==> config.mk <==
export PLATFORM = sky130hd
export DESIGN_NAME = irq_agg_top
export DESIGN_NICKNAME = d
export VERILOG_FILES = /design/src/rtl/irq_agg_pkg.sv /design/src/rtl/irq_agg_ctrl.sv /design/src/rtl/irq_agg_pend.sv /design/src/rtl/irq_agg_line.sv /design/src/rtl/irq_agg_top.sv
export SDC_FILE = /design/constraint.sdc
export NUM_CORES = 1
export LEC_CHECK = 0
export ABC_CLOCK_PERIOD_IN_PS = 2700
export BUFFER_PORTS_ARGS = -buffer_cell sky130_fd_sc_hd__buf_2
export CAP_MARGIN = 5
export CORE_MARGIN = 2
export CORE_UTILIZATION = 40
export DETAILED_ROUTE_END_ITERATION = 8
export PLACE_DENSITY = 0.72
export SYNTH_ARGS = -nofsm -noshare
export SYNTH_HDL_FRONTEND = slang
export SYNTH_SLANG_ARGS = --single-unit
export TNS_END_PERCENT = 100
==> constraint.sdc <==
create_clock -name clk -period 2.7 [get_ports clk]
set_input_delay 0.54 -clock clk [delete_from_list [all_inputs] [get_ports clk]]
set_output_delay 0.54 -clock clk [all_outputs]
set_load 0.02 [all_outputs]
==> src/rtl/irq_agg_pkg.sv <==
package irq_agg_pkg;
  // register offsets; the bench and checker rely on these values
  localparam int OFS_MASK   = 0;
  localparam int OFS_SET    = 1;
  localparam int OFS_CLR    = 2;
  localparam int OFS_PEEK   = 3;
  localparam int OFS_RCLR   = 4;
  localparam int OFS_ACK    = 5;
  localparam int OFS_CFG    = 6;

  typedef enum logic [2:0] {
    SEL_NONE,
    SEL_MASK,
    SEL_SET,
    SEL_CLR,
    SEL_PEEK,
    SEL_RCLR,
    SEL_ACK,
    SEL_CFG
  } reg_sel_e;

  function automatic reg_sel_e decode_addr(input int a);
    case (a)
      OFS_MASK: return SEL_MASK;
      OFS_SET:  return SEL_SET;
      OFS_CLR:  return SEL_CLR;
      OFS_PEEK: return SEL_PEEK;
      OFS_RCLR: return SEL_RCLR;
      OFS_ACK:  return SEL_ACK;
      OFS_CFG:  return SEL_CFG;
      default:  return SEL_NONE;
    endcase
  endfunction
endpackage

==> src/rtl/irq_agg_ctrl.sv <==
module irq_agg_ctrl
  import irq_agg_pkg::*;
#(
  parameter int          NUM_SRC    = 16,
  parameter logic [NUM_SRC-1:0] MASK_RESET = 'h1
) (
  input  logic               clk,
  input  logic               rst,
  input  logic               wr_en,
  input  reg_sel_e           sel,
  input  logic [NUM_SRC-1:0] wdata,
  output logic [NUM_SRC-1:0] mask_q,
  output logic               act_low_q
);
  logic [NUM_SRC-1:0] mask_n;

  always_comb begin
    mask_n = mask_q;
    if (wr_en) begin
      case (sel)
        SEL_MASK: mask_n = wdata;
        SEL_SET:  mask_n = mask_q | wdata;
        SEL_CLR:  mask_n = mask_q & ~wdata;
        default:  mask_n = mask_q;
      endcase
    end
  end

  always_ff @(posedge clk) begin
    if (rst) begin
      mask_q    <= MASK_RESET;
      act_low_q <= 1'b0;
    end else begin
      mask_q <= mask_n;
      if (wr_en && sel == SEL_CFG) act_low_q <= wdata[0];
    end
  end
endmodule

==> src/rtl/irq_agg_pend.sv <==
module irq_agg_pend #(
  parameter int NUM_SRC = 16
) (
  input  logic               clk,
  input  logic               rst,
  input  logic [NUM_SRC-1:0] evt,
  input  logic               ack_en,
  input  logic [NUM_SRC-1:0] ack_bits,
  input  logic               rclr_en,
  output logic [NUM_SRC-1:0] pend_q
);
  logic [NUM_SRC-1:0] clr_bits;

  always_comb begin
    clr_bits = '0;
    if (ack_en)  clr_bits = clr_bits | ack_bits;
    if (rclr_en) clr_bits = '1;
  end

  for (genvar i = 0; i < NUM_SRC; i++) begin : g_bit
    always_ff @(posedge clk) begin
      if (rst)         pend_q[i] <= 1'b0;
      else if (evt[i]) pend_q[i] <= 1'b1;   // a new pulse beats any clear
      else if (clr_bits[i]) pend_q[i] <= 1'b0;
    end
  end
endmodule

==> src/rtl/irq_agg_line.sv <==
module irq_agg_line #(
  parameter int NUM_SRC = 16
) (
  input  logic               clk,
  input  logic               rst,
  input  logic [NUM_SRC-1:0] pend,
  input  logic [NUM_SRC-1:0] mask,
  input  logic               act_low,
  output logic               irq_q
);
  logic any_live;
  assign any_live = |(pend & ~mask);

  always_ff @(posedge clk) begin
    if (rst) irq_q <= 1'b0;
    else     irq_q <= any_live ^ act_low;
  end
endmodule

==> src/rtl/irq_agg_top.sv <==
module irq_agg_top
  import irq_agg_pkg::*;
#(
  parameter int NUM_SRC = 16,
  parameter int ADDR_W  = 4,
  parameter logic [NUM_SRC-1:0] MASK_RESET = 'h1
) (
  input  logic               clk,
  input  logic               rst,
  input  logic [NUM_SRC-1:0] evt_i,
  input  logic               wr_en_i,
  input  logic               rd_en_i,
  input  logic [ADDR_W-1:0]  addr_i,
  input  logic [NUM_SRC-1:0] wdata_i,
  output logic [NUM_SRC-1:0] rdata_o,
  output logic               host_irq_o
);
  localparam int CFG_PAD = NUM_SRC - 1;

  reg_sel_e           sel;
  logic [NUM_SRC-1:0] mask_q;
  logic [NUM_SRC-1:0] pend_q;
  logic               act_low_q;
  logic [NUM_SRC-1:0] rd_mux;

  assign sel = decode_addr(int'(addr_i));

  irq_agg_ctrl #(.NUM_SRC(NUM_SRC), .MASK_RESET(MASK_RESET)) u_ctrl (
    .clk       (clk),
    .rst       (rst),
    .wr_en     (wr_en_i),
    .sel       (sel),
    .wdata     (wdata_i),
    .mask_q    (mask_q),
    .act_low_q (act_low_q)
  );

  irq_agg_pend #(.NUM_SRC(NUM_SRC)) u_pend (
    .clk      (clk),
    .rst      (rst),
    .evt      (evt_i),
    .ack_en   (wr_en_i && sel == SEL_ACK),
    .ack_bits (wdata_i),
    .rclr_en  (rd_en_i && sel == SEL_RCLR),
    .pend_q   (pend_q)
  );

  irq_agg_line #(.NUM_SRC(NUM_SRC)) u_line (
    .clk     (clk),
    .rst     (rst),
    .pend    (pend_q),
    .mask    (mask_q),
    .act_low (act_low_q),
    .irq_q   (host_irq_o)
  );

  always_comb begin
    case (sel)
      SEL_MASK: rd_mux = mask_q;
      SEL_PEEK: rd_mux = pend_q;
      SEL_RCLR: rd_mux = pend_q;
      SEL_CFG:  rd_mux = {{CFG_PAD{1'b0}}, act_low_q};
      default:  rd_mux = '0;
    endcase
  end

  always_ff @(posedge clk) begin
    if (rst)          rdata_o <= '0;
    else if (rd_en_i) rdata_o <= rd_mux;
  end
endmodule

==> impl_metrics.csv, run 1 <==
group,metric,value,unit
timing,setup_ws,0.948,ns
clocking,cts.hold.buffers_added,0,
setup_path,crit_type,"in -> reg",
synth,syn-num-nets,298,
clocking,numCtsBuffers,5,
cells_and_area,drive_above_1_share,0.240,
pwr,ir_worst_vdd,0.274,mV
routing,drt_iter0_drc,173,
global_route,grt.busiest_layer,"met2",
timing,fin_crit_sh,0.649,
cells_and_area,fin_util,0.499,
synth,synth_flop_cell,"dfxtp_1",
timing,period_minus_slack,1.75,ns
clocking,ctsLongestPathBuffers,2,
global_route,grt_overflow,0,
cells_and_area,diodes,0,
setup_path,cpLargestDelayFamily,"simple AND/OR/NAND/NOR gates",
global_route,grt_max_degree,46,
clocking,post_cts_resized,0,
global_route,grt_pass1_wl,9770,um
timing,relSlewSlack,0.551,
timing,grt_setup_unrepaired,"false",
routing,wirelength,5940,um
synth,synth.area.top_cells,"dfxtp_1, nor2_1, a222oi_1",
synth,yosys.area.top_type,"dfxtp_1",
setup_path,crit_slowest_cell,"nor2b_1",
setup_path,crit_buf_inv,2,
cells_and_area,num-nets-final,347,
die,die_area,0.00603,mm2
pwr,power.density,567,mW/mm2
global_route,grt_pass1_vias,2002,
die,core.rowCount,26,
pwr,p_switching,0.359,mW
timing,finClkSkew,0.00190,ns
setup_path,cp-end-kind,"flop",
clocking,clkLatencyLatePin,0.30,ns
synth,synth_top_area_frac,0.462,
clocking,cts_tree,"done",
synth,yosysUniqueCellTypes,33,
setup_path,slowest_delay,0.57,ns
timing,drv_slew,0,
placement,placed_cell_area,0.00248,mm2
setup_path,cp_max_fo,9,
global_route,grt_util_met1,0.258,
routing,drtPass1Iterations,5,
run,cap_violations,0,
synth,ys_ff_latch,50,
placement,gp_congestion,0.804,
global_route,grt_usage,0.205,
timing,setup_viol,0,
setup_path,cp_cell_sequence,"buf_2, nor2b_1, buf_4, nand3_1, a31oi_1, nor2_1",
die,io_pins,57,
cells_and_area,synthToLayoutAreaGrowth,19.1,%
min_path,hp-class,"in -> reg",
clocking,h-tree-depth,2,
setup_path,crit_path_start_kind,"input port",
routing,drc,0,
clocking,postCtsSetupBuffers,0,
synth,postSynth.asyncResetShare,0,
die,core_area,0.00517,mm2
clocking,root_buffer,"clkbuf_8",
global_route,antenna_found_initial,0,
timing,fmax,0.571,GHz
pwr,combPwrFrac,0.110,
setup_path,arrival,1.93,ns
synth,yosysSeqAreaShare,0.462,
setup_path,required,2.88,ns
routing,ant_nets,0,
timing,tightest_slew,0.673,ns
timing,totalNegativeSetupSlack,0,ns
placement,place_ws,0.706,ns
routing,wl_per_cell,15.7,um
synth,synth-edff-count,0,
pwr,sw_frac_of_total,0.245,
die,die_y,77.6,um
die,start_util,0.419,
global_route,global_route.usage.met2,0.343,
placement,post-dp-hpwl,4010,um
synth,syn_area,0.00217,mm2
routing,viasPerCell,5.50,
synth,synthCells,258,
pwr,power_leakage,1.03,nW
clocking,clock-sinks,50,
clocking,clkTransAtPathRegs,0.09,ns
timing,finalHoldViolations,0,
synth,syn_area_per_cell,8.40,um2
pwr,seq_power_share,0.535,
synth,ys_warn_count,0,
cells_and_area,final_cell_area,0.00258,mm2
outcome,outcome,"finished, final reports clean",
placement,portBuffers,56,
die,die_x,77.6,um
pwr,p_int,1.10,mW
pwr,clockPowerShare,0.355,
global_route,use_met3,0.0512,
routing,vias,2080,
## power groups by stage
stage | Clock (mW) | Sequential (mW) | Combinational, mW
2_1_floorplan | 0 | 0.800 | 0.0953
3_3_place_gp | 0 | 0.798 | 0.157
3_5_place_dp | 0 | 0.800 | 0.160
4_1_cts | 0.524 | 0.782 | 0.161
5_1_grt | 0.557 | 0.787 | 0.181
6_report | 0.520 | 0.782 | 0.161
## Yosys cell counts (2+ instances only)
library cell  count
a21oi_1          17
a222oi_1         15
a31oi_1          16
nand3_1          16
nand2b_1         14
nor2b_1           2
buf_6             2
dfxtp_1          50
inv_1             5
nand3b_1          3
o21ai_0          16
nand2_1          16
clkbuf_1          7
o2111ai_1         4
nor2_1           49
buf_2             9
## layout by cell type (no fill, tap or decap)
| master | count |
|---|---|
| dfxtp_1 | 50 |
| nor2b_1 | 2 |
| nor4b_1 | 1 |
| buf_4 | 6 |
| o2111ai_1 | 4 |
| a21oi_1 | 17 |
| nand3b_1 | 3 |
| clkbuf_1 | 2 |
| o21ai_0 | 16 |
| nor3_1 | 1 |
| nor4_1 | 1 |
| nand2_1 | 16 |
| nor2_1 | 49 |
| nand2b_1 | 14 |
| o31ai_1 | 1 |
| nand3_1 | 16 |
| nor3_2 | 1 |
| a21oi_4 | 1 |
| a31oi_1 | 16 |
| nor4_2 | 1 |
| nand4b_1 | 1 |
| and3b_1 | 1 |
| mux2_2 | 1 |
| inv_1 | 5 |
| or3b_4 | 1 |
| a211o_1 | 1 |
| and4b_1 | 1 |
| nor2_4 | 1 |
| clkbuf_8 | 5 |
| mux2i_1 | 1 |
| a222oi_1 | 15 |
| buf_2 | 56 |
| bufinv_16 | 1 |
## flip-flops by register name (all words and copies together), names as in the netlist
signal	cells
u_line.irq_q	1
u_ctrl.act_low_q	1
u_ctrl.mask_q	16
rdata_o	16
u_pend.pend_q	16
## logic make-up after synthesis
kind of cell	share of synthesized area
DFF	0.462
AOI/OAI and AO/OA	0.223
muxes	0.00981
buffers and inverters	0.0571
and+or+nand+nor	0.249
## per-layer routing
layer  share of wire  wire (um)
met3           0.073        433
met1            0.43       2530
met4           0.012         69
met5               0          0
met2            0.49       2910
## layout make-up
class / count / area [um2]
tap: 70 / 87.6
clock inverter: 1 / 30.0
inverter: 5 / 18.8
sequential: 50 / 1000
clock buffer: 7 / 76.3
multi-input combinational: 183 / 1040
timing repair buffer: 62 / 325
fill: 503 / 2590
## final timing paths
| kind | slack (ns) | cells past startpoint | endpoint | startpoint |
|---|---|---|---|---|
| max | 0.95 | 6 | u_pend.pend_q[15]$_SDFFE_PP0P_ | addr_i[0] |
| min | 0.44 | 3 | u_pend.pend_q[14]$_SDFFE_PP0P_ | evt_i[14] |
| max reg2reg | 1.18 | 4 | u_line.irq_q$_SDFF_PP0_ | u_ctrl.mask_q[12]$_SDFFE_PP0P_ |
| min reg2reg | 0.49 | 2 | u_ctrl.mask_q[5]$_SDFFE_PP0P_ | u_ctrl.mask_q[5]$_SDFFE_PP0P_ |
## tightest hold or removal path: cells and delay by family
kind                   cells  cell delay [ns]
buffers and inverters      1             0.08
and+or+nand+nor            1             0.06
AOI/OAI and AO/OA          1             0.03
## metrics by stage
stage	power, mW	cells	hold slack [ns]
floorplan	0.895	258	0.445
global placement	0.955	370	0.465
detailed placement	0.960	370	0.477
CTS	1.47	378	0.441
global route	1.53	378	0.447
finish	1.46	378	0.444
Power figures use the tool's default switching activity.
==> inputs of run 2 (changes only) <==
- ABC_AREA: default -> 1
- ABC_CLOCK_PERIOD_IN_PS: 2700 -> 1800
- PLACE_DENSITY: 0.72 -> 0.71
- clock period: 2.7 -> 1.8 ns (I/O delays scaled with it)
==> impl_metrics.csv, run 2 <==
group,metric,value,unit
cells_and_area,final_cell_area,0.00295,mm2
synth,yosys.area_share.simple,0.354,
clocking,cts_tree,"done",
setup_path,crit_buf_inv,2,
clocking,postCtsSetupBuffers,0,
timing,totalNegativeSetupSlack,0,ns
pwr,ir_worst_vdd,0.346,mV
routing,top_layer,"met4",
setup_path,cpLargestDelayFamily,"simple AND/OR/NAND/NOR gates",
setup_path,startpoint,"addr_i[3]",
die,die_y,82.4,um
placement,place_inst,495,
routing,met3_length,428,um
timing,relSlewSlack,0.697,
clocking,clkTransAtPathRegs,0.10,ns
clocking,ctsLongestPathBuffers,2,
synth,yosysSeqAreaShare,0.408,
cells_and_area,reg_top3,"rdata_o: 16 flops, u_ctrl.mask_q: 16 flops, u_pend.pend_q: 16 flops",
cells_and_area,fin_util,0.498,
routing,drtPass1Iterations,4,
routing,drc,0,
setup_path,crit_type,"in -> reg",
synth,synth_flop_cell,"dfxtp_1",
synth,yosys.area.top_type,"dfxtp_1",
synth,syn_area,0.00246,mm2
run,cap_violations,0,
clocking,numCtsBuffers,5,
die,start_util,0.415,
synth,synthCells,367,
synth,synth_xor_xnor_area_share,0,
synth,yosysUniqueCellTypes,22,
clocking,post_cts_resized,0,
setup_path,cp_max_fo,10,
pwr,power_leakage,1.31,nW
setup_path,crit_slowest_cell,"nor2_1",
timing,grt_setup_unrepaired,"false",
placement,portBuffers,56,
timing,fmax,0.778,GHz
setup_path,required,2.04,ns
cells_and_area,layout_commonest_cell,"nand2_1",
setup_path,reg2reg_slack,0.66,ns
timing,drv_slew,0,
die,core_area,0.00592,mm2
synth,synth_top_family_by_area,"simple AND/OR/NAND/NOR gates",
synth,ys_warn_count,0,
synth,synth_top_area_frac,0.408,
setup_path,slowest_delay,0.24,ns
synth,synth.most_common_cell,"nand2_1",
routing,viasPerCell,4.77,
outcome,outcome,"finished, final reports clean",
setup_path,arrival,1.52,ns
timing,tightest_slew,0.454,ns
routing,vias,2401,
die,die_x,82.4,um
synth,ys_ff_latch,50,
clocking,clock-sinks,50,
timing,period_minus_slack,1.29,ns
die,io_pins,57,
cells_and_area,final_cells,503,
routing,met1_length,2800,um
global_route,antenna_found_initial,0,
routing,drt_iter0_drc,191,
setup_path,crit_path_start_kind,"input port",
clocking,h-tree-depth,2,
setup_path,crit_top_cell,"nand2_1",
global_route,grt_overflow,0,
timing,setup_ws,0.514,ns
clocking,root_buffer,"clkbuf_8",
setup_path,rr_startpoint,"u_ctrl.mask_q[10]$_SDFFE_PP0P_",
cells_and_area,layout_common_cells,"nand2_1, buf_2, dfxtp_1",
routing,wirelength,6180,um
timing,setup_viol,0,
timing,finClkSkew,0.00754,ns
die,core.rowCount,28,
routing,wl_per_cell,12.3,um
placement,placed_cell_area,0.00285,mm2
global_route,grt_usage,0.198,
setup_path,cp_cell_sequence,"buf_2, nor2_1, nand2_1, o21ai_4, buf_4, nand2_1, nand2_1, nand2_1, a21oi_1",
clocking,cts.hold.buffers_added,0,
clocking,clkLatencyLatePin,0.31,ns
timing,finalHoldViolations,0,
cells_and_area,num-nets-final,467,
min_path,hp-class,"in -> reg",
synth,syn_area_per_cell,6.69,um2
placement,place_ws,0.191,ns
synth,syn-num-nets,407,
synth,synth-edff-count,0,
synth,synth.area.top_cells,"dfxtp_1, nand2_1, a21oi_2",
global_route,grt_pass1_wl,10200,um
global_route,grt_pass1_vias,2191,
synth,synth_compound_area_frac,0.169,
placement,post-dp-hpwl,4450,um
timing,fin_crit_sh,0.714,
cells_and_area,fillCellCount,622,
placement,gp_congestion,0.882,
setup_path,cp-end-kind,"flop",
cells_and_area,drive_above_1_share,0.259,
die,die_area,0.00678,mm2
synth,yosys-top-cells-count,"nand2_1, dfxtp_1, nor2_1",
cells_and_area,diodes,0,
pwr,power.density,740,mW/mm2
synth,postSynth.asyncResetShare,0,
synth,yosys-mux-area-fraction,0,
cells_and_area,synthToLayoutAreaGrowth,20.0,%
global_route,grt_max_degree,19,
synth,synthAdderAreaFrac,0,
routing,met2_length,2870,um
routing,ant_nets,0,
min_path,hold_start,"evt_i[6]",
==> run 2: layout make-up <==
class                           instances  area (um2)  area share
Clock inverter                          2        17.5     0.00594
Tap cell                               75        93.8      0.0318
Sequential cell                        50        1000       0.340
Multi-Input combinational cell        279        1280       0.435
Inverter                               23        86.3      0.0293
Clock buffer                            6        82.6      0.0280
Timing Repair Buffer                   68         383       0.130
==> run 2: path summary, 6_finish.rpt <==
path	end	depth (start not counted)
setup / recovery	rdata_o[4]$_SDFFE_PP0P_	9
hold / removal	u_pend.pend_q[6]$_SDFFE_PP0P_	3
setup reg to reg	u_line.irq_q$_SDFF_PP0_	9
hold reg to reg	rdata_o[0]$_SDFFE_PP0P_	2
==> run 2: metrics by stage <==
step | power (mW) | hold slack [ns]
4_1_cts | 2.20 | 0.246
2_1_floorplan | 1.37 | 0.449
6_report | 2.18 | 0.249
3_3_place_gp | 1.49 | 0.451
3_5_place_dp | 1.50 | 0.456
5_1_grt | 2.30 | 0.251
==> run 2: logic make-up (layout without fill, tap and decap cells) <==
group,count (synthesis),count (layout)
buffers and inverters,38,99
and+or+nand+nor,212,212
AOI/OAI and AO/OA,67,67
DFF,50,50
==> run 2: tightest hold or removal path, delay by kind of cell <==
kind | cells | cell delay (ns)
AND/OR/NAND/NOR | 2 | 0.09
buffers and inverters | 1 | 0.07
==> run 2: report_power, final <==
part	switching [mW]	leakage, nW	internal (mW)
Sequential	0.0304	0.409	1.15
Clock	0.394	0.0514	0.317
Combinational	0.180	0.844	0.114
Total	0.604	1.31	1.58
==> run 2: layer usage <==
| metal | up-vias | track usage |
|---|---|---|
| met5 | - | 0 |
| met4 | 0 | 0.0667 |
| met3 | 6 | 0.0337 |
| met2 | 68 | 0.331 |
| met1 | 1062 | 0.259 |
| li1 | 1265 | - |
==> inputs of run 3 (changes only) <==
- ABC_CLOCK_PERIOD_IN_PS: 1800 -> 1150
- PLACE_DENSITY: 0.71 -> 0.74
- clock period: 1.8 -> 1.15 ns (I/O delays scaled with it)
==> impl_metrics.csv, run 3 (same netlist as run 2, synthesis figures left out) <==
group,metric,value,unit
outcome,outcome,"finished, final reports clean",
cells_and_area,layout_commonest_cell,"nand2_1",
min_path,hp-class,"in -> reg",
global_route,grt_usage,0.202,
die,core_area,0.00592,mm2
global_route,grt_pass1_vias,2273,
die,die_area,0.00678,mm2
timing,setup_viol,0,
clocking,clkTransAtPathRegs,0.10,ns
routing,drc,0,
timing,drv_slew,0,
clocking,cts.hold.buffers_added,0,
pwr,seq_power_share,0.518,
cells_and_area,diodes,0,
timing,whs,0.117,ns
pwr,ir_worst_vdd,0.510,mV
timing,fmax,0.903,GHz
cells_and_area,synthToLayoutAreaGrowth,34.7,%
timing,finClkSkew,0.00430,ns
setup_path,reg2reg_slack,0.04,ns
pwr,combPwrFrac,0.166,
die,io_pins,57,
setup_path,required,1.37,ns
global_route,grt.busiest_layer,"met2",
timing,period_minus_slack,1.11,ns
routing,viasPerCell,4.67,
global_route,grt_overflow,0,
clocking,root_buffer,"clkbuf_8",
timing,relSlewSlack,0.848,
pwr,sw_frac_of_total,0.276,
timing,tightest_slew,0.228,ns
cells_and_area,fillCellCount,539,
clocking,cts_tree,"done",
routing,drtPass1Iterations,4,
clocking,h-tree-depth,2,
placement,gp_congestion,0.850,
global_route,global_route.usage.met2,0.320,
placement,portBuffers,56,
global_route,use_met3,0.0402,
placement,placed_cell_area,0.00318,mm2
pwr,clockPowerShare,0.316,
global_route,grt_util_met1,0.278,
routing,vias,2499,
cells_and_area,layout_common_cells,"nand2_1, buf_2, dfxtp_1",
global_route,grt_max_degree,17,
global_route,antenna_found_initial,0,
routing,wirelength,6400,um
pwr,power.density,1070,mW/mm2
cells_and_area,final_cell_area,0.00331,mm2
setup_path,cp-end-kind,"flop",
timing,totalNegativeSetupSlack,0,ns
routing,drt_iter0_drc,112,
cells_and_area,num-nets-final,499,
cells_and_area,reg_top3,"rdata_o: 16 flops, u_ctrl.mask_q: 16 flops, u_pend.pend_q: 16 flops",
clocking,clkLatencyLatePin,0.31,ns
setup_path,cp_max_fo,3,
setup_path,crit_path_start_kind,"flop",
pwr,p_int,2.56,mW
global_route,grt_pass1_wl,10500,um
min_path,worstHoldPathCells,3,
setup_path,arrival,1.32,ns
clocking,ctsLongestPathBuffers,2,
timing,fin_crit_sh,0.963,
clocking,numCtsBuffers,5,
clocking,clock-sinks,50,
pwr,power_leakage,1.50,nW
placement,post-dp-hpwl,4590,um
setup_path,reg2reg_depth,7,
cells_and_area,drive_above_1_share,0.339,
die,die_x,82.4,um
routing,ant_nets,0,
timing,grt_setup_unrepaired,"true",
run,cap_violations,0,
die,die_y,82.4,um
routing,wl_per_cell,12.0,um
die,start_util,0.415,
die,core.rowCount,28,
setup_path,crit_type,"reg -> reg",
timing,finalHoldViolations,0,
pwr,p_switching,0.976,mW
cells_and_area,fin_util,0.559,
-- run 3: layout make-up --
cell class | count | area [um2] | area share
clock buffers | 6 | 82.6 | 0.0250
clock inverters | 2 | 16.3 | 0.00492
inverters | 23 | 86.3 | 0.0261
multi-input cells | 279 | 1300 | 0.392
flip-flops and latches | 50 | 1010 | 0.305
well taps | 75 | 93.8 | 0.0284
repair buffers | 100 | 723 | 0.219
-- run 3: layer usage --
layer | vias up | wire (um) | part of all wire
met5 | - | 0 | 0
met4 | 0 | 85 | 0.013
met3 | 10 | 394 | 0.062
met2 | 74 | 2780 | 0.43
met1 | 1084 | 3140 | 0.49
li1 | 1331 | - | -
-- run 3: what timing repair did --
action | 4_1_cts | 5_1_grt
cloned | 0 | 0
gates resized for setup | 1 | 12
setup endpoints to repair | 1 | 1
setup buffers | 0 | 1
pin swaps | 0 | 5
-- run 3: path summary, 6_finish.rpt --
kind | startpoint | endpoint
setup / recovery | u_ctrl.mask_q[13]$_SDFFE_PP0P_ | u_line.irq_q$_SDFF_PP0_
hold / removal | evt_i[15] | u_pend.pend_q[15]$_SDFFE_PP0P_
setup reg to reg | u_ctrl.mask_q[13]$_SDFFE_PP0P_ | u_line.irq_q$_SDFF_PP0_
hold reg to reg | rdata_o[2]$_SDFFE_PP0P_ | rdata_o[2]$_SDFFE_PP0P_
-- run 3: through the flow --
| step | std cells | setup WS, ns | power (mW) |
|---|---|---|---|
| after global placement | 526 | -0.0946 | 2.44 |
| final | 535 | 0.0429 | 3.54 |
| after detailed placement | 526 | -0.108 | 2.45 |
| after floorplan | 367 | 0.0243 | 2.15 |
| after CTS | 534 | 0.0269 | 3.54 |
| after global routing | 535 | -0.0694 | 3.68 |
-- run 3: power by group through the flow --
stage / Sequential [mW] / Combinational [mW] / Clock (mW)
global route: 1.84 / 0.651 / 1.19
CTS: 1.83 / 0.580 / 1.13
global placement: 1.87 / 0.569 / 0
finish: 1.83 / 0.587 / 1.12
floorplan: 1.88 / 0.265 / 0
detailed placement: 1.87 / 0.577 / 0
-- run 3: worst max-delay path, stage by stage, from the launching register on --
cell	delay [ns]
dfxtp_1	0.39
o21ai_2	0.09
nor2_2	0.12
nand2_1	0.08
nor2_2	0.15
nand2_1	0.08
nand2_1	0.06
nor2_1	0.03
